File: config.mk
export PLATFORM = sky130hd
export DESIGN_NAME = burst_col_gen
export DESIGN_NICKNAME = d
export VERILOG_FILES = /design/src/rtl/burst_pkg.sv /design/src/rtl/burst_mode_reg.sv /design/src/rtl/burst_beat_seq.sv /design/src/rtl/burst_col_map.sv /design/src/rtl/burst_col_gen.sv
export SDC_FILE = /design/constraint.sdc
export NUM_CORES = 1
export LEC_CHECK = 0
export BUFFER_PORTS_ARGS = -buffer_cell sky130_fd_sc_hd__buf_2
export CAP_MARGIN = 0
export CORE_UTILIZATION = 51
export DETAILED_ROUTE_END_ITERATION = 10
export PLACE_DENSITY_LB_ADDON = 0.25
export SLEW_MARGIN = 40
export SYNTH_ARGS = -nofsm -noshare
export SYNTH_HDL_FRONTEND = slang
export SYNTH_SLANG_ARGS = --single-unit
export TNS_END_PERCENT = 20
File: constraint.sdc
create_clock -name clk -period 3.7 [get_ports clk]
set_input_delay 0.185 -clock clk [delete_from_list [all_inputs] [get_ports clk]]
set_output_delay 0.185 -clock clk [all_outputs]
set_load 0.02 [all_outputs]
File: src/rtl/burst_pkg.sv
package burst_pkg;
    localparam int MAX_LG = 3;
    localparam int LG_W   = 2;
    localparam int IDX_W  = MAX_LG;

    typedef enum logic {
        ORD_SEQ   = 1'b0,
        ORD_INTLV = 1'b1
    } order_e;

    typedef struct packed {
        logic [LG_W-1:0] len_lg;
        order_e          order;
        logic            wr_single;
    } mode_t;

    function automatic logic [IDX_W-1:0] last_index(input logic [LG_W-1:0] lg);
        logic [IDX_W:0] full;
        full = ({{IDX_W{1'b0}}, 1'b1} << lg) - 1'b1;
        return full[IDX_W-1:0];
    endfunction

    function automatic logic [LG_W-1:0] decode_len(input logic [2:0] code);
        case (code)
            3'b001:  return 2'd1;
            3'b010:  return 2'd2;
            3'b011:  return 2'd3;
            default: return 2'd0;
        endcase
    endfunction
endpackage

File: src/rtl/burst_mode_reg.sv
module burst_mode_reg
    import burst_pkg::*;
#(
    parameter int MODE_W      = 12,
    parameter int ORDER_BIT   = 3,
    parameter int WSINGLE_BIT = 9
) (
    input  logic              clk,
    input  logic              rst,
    input  logic              mrs_valid,
    input  logic [MODE_W-1:0] mode_bits,
    output mode_t             mode_q
);
    always_ff @(posedge clk) begin
        if (rst) begin
            mode_q.len_lg    <= '0;
            mode_q.order     <= ORD_SEQ;
            mode_q.wr_single <= 1'b0;
        end else if (mrs_valid) begin
            mode_q.len_lg    <= decode_len(mode_bits[2:0]);
            mode_q.order     <= order_e'(mode_bits[ORDER_BIT]);
            mode_q.wr_single <= mode_bits[WSINGLE_BIT];
        end
    end

    p_mode_hold_r1: assert property (@(posedge clk) disable iff (rst)
        !$past(mrs_valid) |-> $stable(mode_q));
endmodule

File: src/rtl/burst_beat_seq.sv
module burst_beat_seq
    import burst_pkg::*;
(
    input  logic             clk,
    input  logic             rst,
    input  logic             take,
    input  logic [LG_W-1:0]  lg_in,
    output logic             active,
    output logic [IDX_W-1:0] idx,
    output logic [LG_W-1:0]  lg_q,
    output logic             at_last
);
    assign at_last = active && (idx == last_index(lg_q));

    always_ff @(posedge clk) begin
        if (rst) begin
            active <= 1'b0;
            idx    <= '0;
            lg_q   <= '0;
        end else if (take) begin
            active <= 1'b1;
            idx    <= '0;
            lg_q   <= lg_in;
        end else if (active) begin
            if (at_last) begin
                active <= 1'b0;
                idx    <= '0;
            end else begin
                idx <= idx + 1'b1;
            end
        end
    end

    p_idx_range_r7: assert property (@(posedge clk) disable iff (rst)
        active |-> idx <= last_index(lg_q));
    p_idx_step_r7: assert property (@(posedge clk) disable iff (rst)
        active && !at_last && !take |=> active && idx == $past(idx) + 1'b1);
endmodule

File: src/rtl/burst_col_map.sv
module burst_col_map
    import burst_pkg::*;
#(
    parameter int COL_W = 10
) (
    input  logic [COL_W-1:0] base_col,
    input  logic [IDX_W-1:0] idx,
    input  logic [LG_W-1:0]  lg,
    input  order_e           order,
    output logic [COL_W-1:0] col
);
    logic [IDX_W-1:0] msk, low, stepped, new_low;

    always_comb begin
        msk     = last_index(lg);
        low     = base_col[IDX_W-1:0];
        stepped = (order == ORD_INTLV) ? (low ^ idx) : (low + idx);
        new_low = (low & ~msk) | (stepped & msk);
        col     = {base_col[COL_W-1:IDX_W], new_low};
    end
endmodule

File: src/rtl/burst_col_gen.sv
module burst_col_gen
    import burst_pkg::*;
#(
    parameter int COL_W       = 10,
    parameter int MODE_W      = 12,
    parameter int ORDER_BIT   = 3,
    parameter int WSINGLE_BIT = 9
) (
    input  logic              clk,
    input  logic              rst,
    input  logic              mrs_valid,
    input  logic [MODE_W-1:0] mode_bits,
    input  logic              start_valid,
    input  logic              is_write,
    input  logic [COL_W-1:0]  start_col,
    output logic [COL_W-1:0]  col_out,
    output logic              col_valid,
    output logic              first_beat,
    output logic              last_beat
);
    mode_t            mode_q;
    logic             take;
    logic [LG_W-1:0]  eff_lg, lg_q;
    logic             active, at_last;
    logic [IDX_W-1:0] idx;
    logic [COL_W-1:0] base_q;
    order_e           order_q;

    burst_mode_reg #(.MODE_W(MODE_W), .ORDER_BIT(ORDER_BIT), .WSINGLE_BIT(WSINGLE_BIT)) u_mode (
        .clk(clk), .rst(rst), .mrs_valid(mrs_valid), .mode_bits(mode_bits), .mode_q(mode_q)
    );

    assign take   = start_valid && !mrs_valid;
    assign eff_lg = (is_write && mode_q.wr_single) ? '0 : mode_q.len_lg;

    always_ff @(posedge clk) begin
        if (rst) begin
            base_q  <= '0;
            order_q <= ORD_SEQ;
        end else if (take) begin
            base_q  <= start_col;
            order_q <= mode_q.order;
        end
    end

    burst_beat_seq u_seq (
        .clk(clk), .rst(rst), .take(take), .lg_in(eff_lg),
        .active(active), .idx(idx), .lg_q(lg_q), .at_last(at_last)
    );

    burst_col_map #(.COL_W(COL_W)) u_map (
        .base_col(base_q), .idx(idx), .lg(lg_q), .order(order_q), .col(col_out)
    );

    assign col_valid  = active;
    assign first_beat = active && (idx == '0);
    assign last_beat  = at_last;

    p_restart_r8: assert property (@(posedge clk) disable iff (rst)
        start_valid && !mrs_valid |=> col_valid && first_beat && col_out == $past(start_col));
    p_mrs_block_r9: assert property (@(posedge clk) disable iff (rst)
        mrs_valid && start_valid && (!col_valid || last_beat) |=> !col_valid);
    p_upper_r5: assert property (@(posedge clk) disable iff (rst)
        col_valid && !first_beat |->
            col_out[COL_W-1:IDX_W] == $past(col_out[COL_W-1:IDX_W]));
    p_end_r7: assert property (@(posedge clk) disable iff (rst)
        last_beat |=> !col_valid || first_beat);
    p_cont_r7: assert property (@(posedge clk) disable iff (rst)
        col_valid && !last_beat && !(start_valid && !mrs_valid) |=> col_valid && !first_beat);
    p_first_flag_r7: assert property (@(posedge clk) disable iff (rst)
        (first_beat || last_beat) |-> col_valid);
endmodule

==> metrics <==
status completed; share of post-route cells with drive strength above 1 26.8%; initial DRC count 10; Metal-1 WL 941 um; power density over the cells 334 nW/um2; Post-synth EDFFs 0; Syn Nets 159; WHS Path Cells 3; max-cap violations 0; clk_skew 0.00660 ns; Worst Tran Pin Value 0.581 ns; most used cell, CP xor2_1; Core Util, Final 60.8%; Place WS 1.77 ns; first-pass GRT wire length 2930 um; Final WS setup 1.44 ns; register-to-register setup slack 2.38 ns; length in cells of the worst reg-to-reg path 4; Row Count 16; crit-path max FO 6; CP Class flip-flop to output port; worst hold path type input port to flip-flop; Die Area 2280 um2; initial core utilization 54.4%; final setup fails 0; Root Driver clkbuf_4; GR Overflow Total 0; Cell Area, Placed 1170 um2; slowest CP cell dfxtp_1; crit-path max cell delay 0.46 ns; Final Hold Fails 0; clk_lat worst skew 0.30 ns; Die X 47.7 um; number of remaining DRC errors 0; Primary FF master, synth dfxtp_1; drt via density 5.04; Post-Layout Cell Count 176; Pleak 0.537 nW; Mapped Area 1070 um2; core area 1960 um2; register area share after synthesis 39.4%; Hold-fix buffers, CTS 0; drt wl/cell 11.0 um; crit end category output port; Setup TNS Final 0 ns; CP delay by family, top adder cells; Routed Wire Length 1940 um; HP Start start_col[9]; Resized Gates After CTS 0; antenna cells 0; Routed Antenna Nets 0; Syn. warnings 0; worst r2r dst u_seq.active$_SDFF_PP0_; initial antenna violation count 0; total power 0.398 mW; Die Height 47.7 um; critical path launch point type flip-flop; RSZ-0062 raised after global routing false; Vias 887; critical path arrival 2.08 ns; RePlAce Congestion 0.758; CTS Buffer Depth 2; fill count 196; Seq cells post-synth 21; # clock sinks 21; maximum VDD drop 0.259 mV; vias in the first global route 713; design area 1190 um2; I/O pin cnt 40; cts bufs inserted 3; met3 routed WL 83 um; asr flop ratio synth 0%; clk slew on worst S/H paths 0.11 ns; CTS tree yes; Post-layout nets 182; 1st-pass router iterations 4; Final Slew Violations 0; final period utilization 61.1%; largest net degree at the start of global routing 22; Final min period 2.26 ns; Highest Signal Layer met4; post-CTS setup buffers 0; GRT Util Overall 18.3%; FMAX 0.442 GHz; area grow syn2layout 11.7%; # placed instances 172; WP data required 3.51 ns; Reg2Reg Launch Point u_seq.idx[1]$_SDFFE_PP0P_; Hold Path End base_q[9]$_SDFFE_PP0P_; Max-slew headroom 61.3%; hpwl dp 1400 um; post-synthesis cell type count 34; htree depth 1; average cell area after synthesis 8.40 um2; Crit path buffers/inverters 2; Hold WS 0.110 ns; crit-path cells ha_1 > inv_1 > fa_1 > nor2_1 > xor2_1 > and3_1 > xor2_1 > buf_2; synthesized instance count 127; Buffers on Ports 32; Met2 Routed Length 892 um
routing by layer:
| metal | up-vias | global-route usage (%) |
|---|---|---|
| li1 | 464 | - |
| met1 | 392 | 23.7 |
| met2 | 27 | 29.2 |
| met3 | 4 | 3.40 |
| met4 | 0 | 8.89 |
| met5 | - | 0 |
cells in the final DEF (no fill, tap or decap), drive strengths merged:
cell type,instances
a21boi,1
a21oi,16
a22oi,2
a311oi,1
and2,1
and3,1
and3b,2
and4,1
buf,32
clkbuf,4
dfxtp,21
fa,1
ha,4
inv,4
mux2,1
mux2i,3
nand2,25
nand2b,3
nand3,1
nand3b,2
nor2,9
nor2b,2
nor3,1
nor4,1
nor4bb,1
o211ai,1
o21ai,3
o221ai,1
or2b,1
or4,1
xor2,2
registers in the layout, summed over array words and instances (netlist names):
name	count
base_q	10
order_q	1
u_mode.mode_q	4
u_seq.active	1
u_seq.idx	3
u_seq.lg_q	2
tightest hold or removal path: stages:
cell,delay (ns)
buf_2,0.10
nand2_1,0.05
a21oi_1,0.05
worst max-delay path by stage:
stage	startpoint	endpoint	slack [ns]	depth (start not counted)
after global routing	u_seq.idx[0]$_SDFFE_PP0P_	col_out[2]	1.24	8
after detailed placement	u_seq.idx[1]$_SDFFE_PP0P_	col_out[2]	1.77	7
after CTS	u_seq.idx[1]$_SDFFE_PP0P_	col_out[2]	1.43	7
final	u_seq.idx[0]$_SDFFE_PP0P_	col_out[2]	1.44	8
after global placement	u_seq.idx[0]$_SDFFE_PP0P_	col_out[2]	1.81	8
after floorplan	u_seq.idx[0]$_SDFFE_PP0P_	col_out[2]	1.82	7
synth_stat cells (all sizes together) (2+ instances only):
cell type   n  area (um2)
nand2      25        93.8
dfxtp      21         420
a21oi      16        80.1
buf        12        90.1
nor2        9        33.8
ha          4        50.1
inv         4        15.0
mux2i       3        30.0
nand2b      3        18.8
o21ai       3        15.0
a22oi       2        15.0
and3b       2        20.0
clkbuf      2        7.51
nand3b      2        15.0
nor2b       2        12.5
xor2        2        17.5
where the power goes:
group          switching [mW]  internal, mW  total, mW
clock                  0.0658        0.0420      0.108
sequential            0.00553         0.234      0.240
combinational          0.0292        0.0211     0.0503
total                   0.101         0.297      0.398
cells by family (layout without fill, tap and decap cells):
logic type	count (synthesis)	in the layout	synth area share, %
and+or+nand+nor	52	52	24.0
adders and majority gates	5	5	6.57
muxes	4	4	3.87
DFF	21	21	39.4
buffers and inverters	18	40	10.6
AOI/OAI and AO/OA	25	25	14.0
xor gates and xnor gates	2	2	1.64
cell type report:
class	count	area, um2	share of cell area, %
timing repair buffer	32	160	13.4
inverter	4	15.0	1.26
clock buffer	4	26.3	2.20
multi-input combinational	88	537	45.0
sequential	21	420	35.3
tap	27	33.8	2.83
Power figures use the tool's default switching activity.
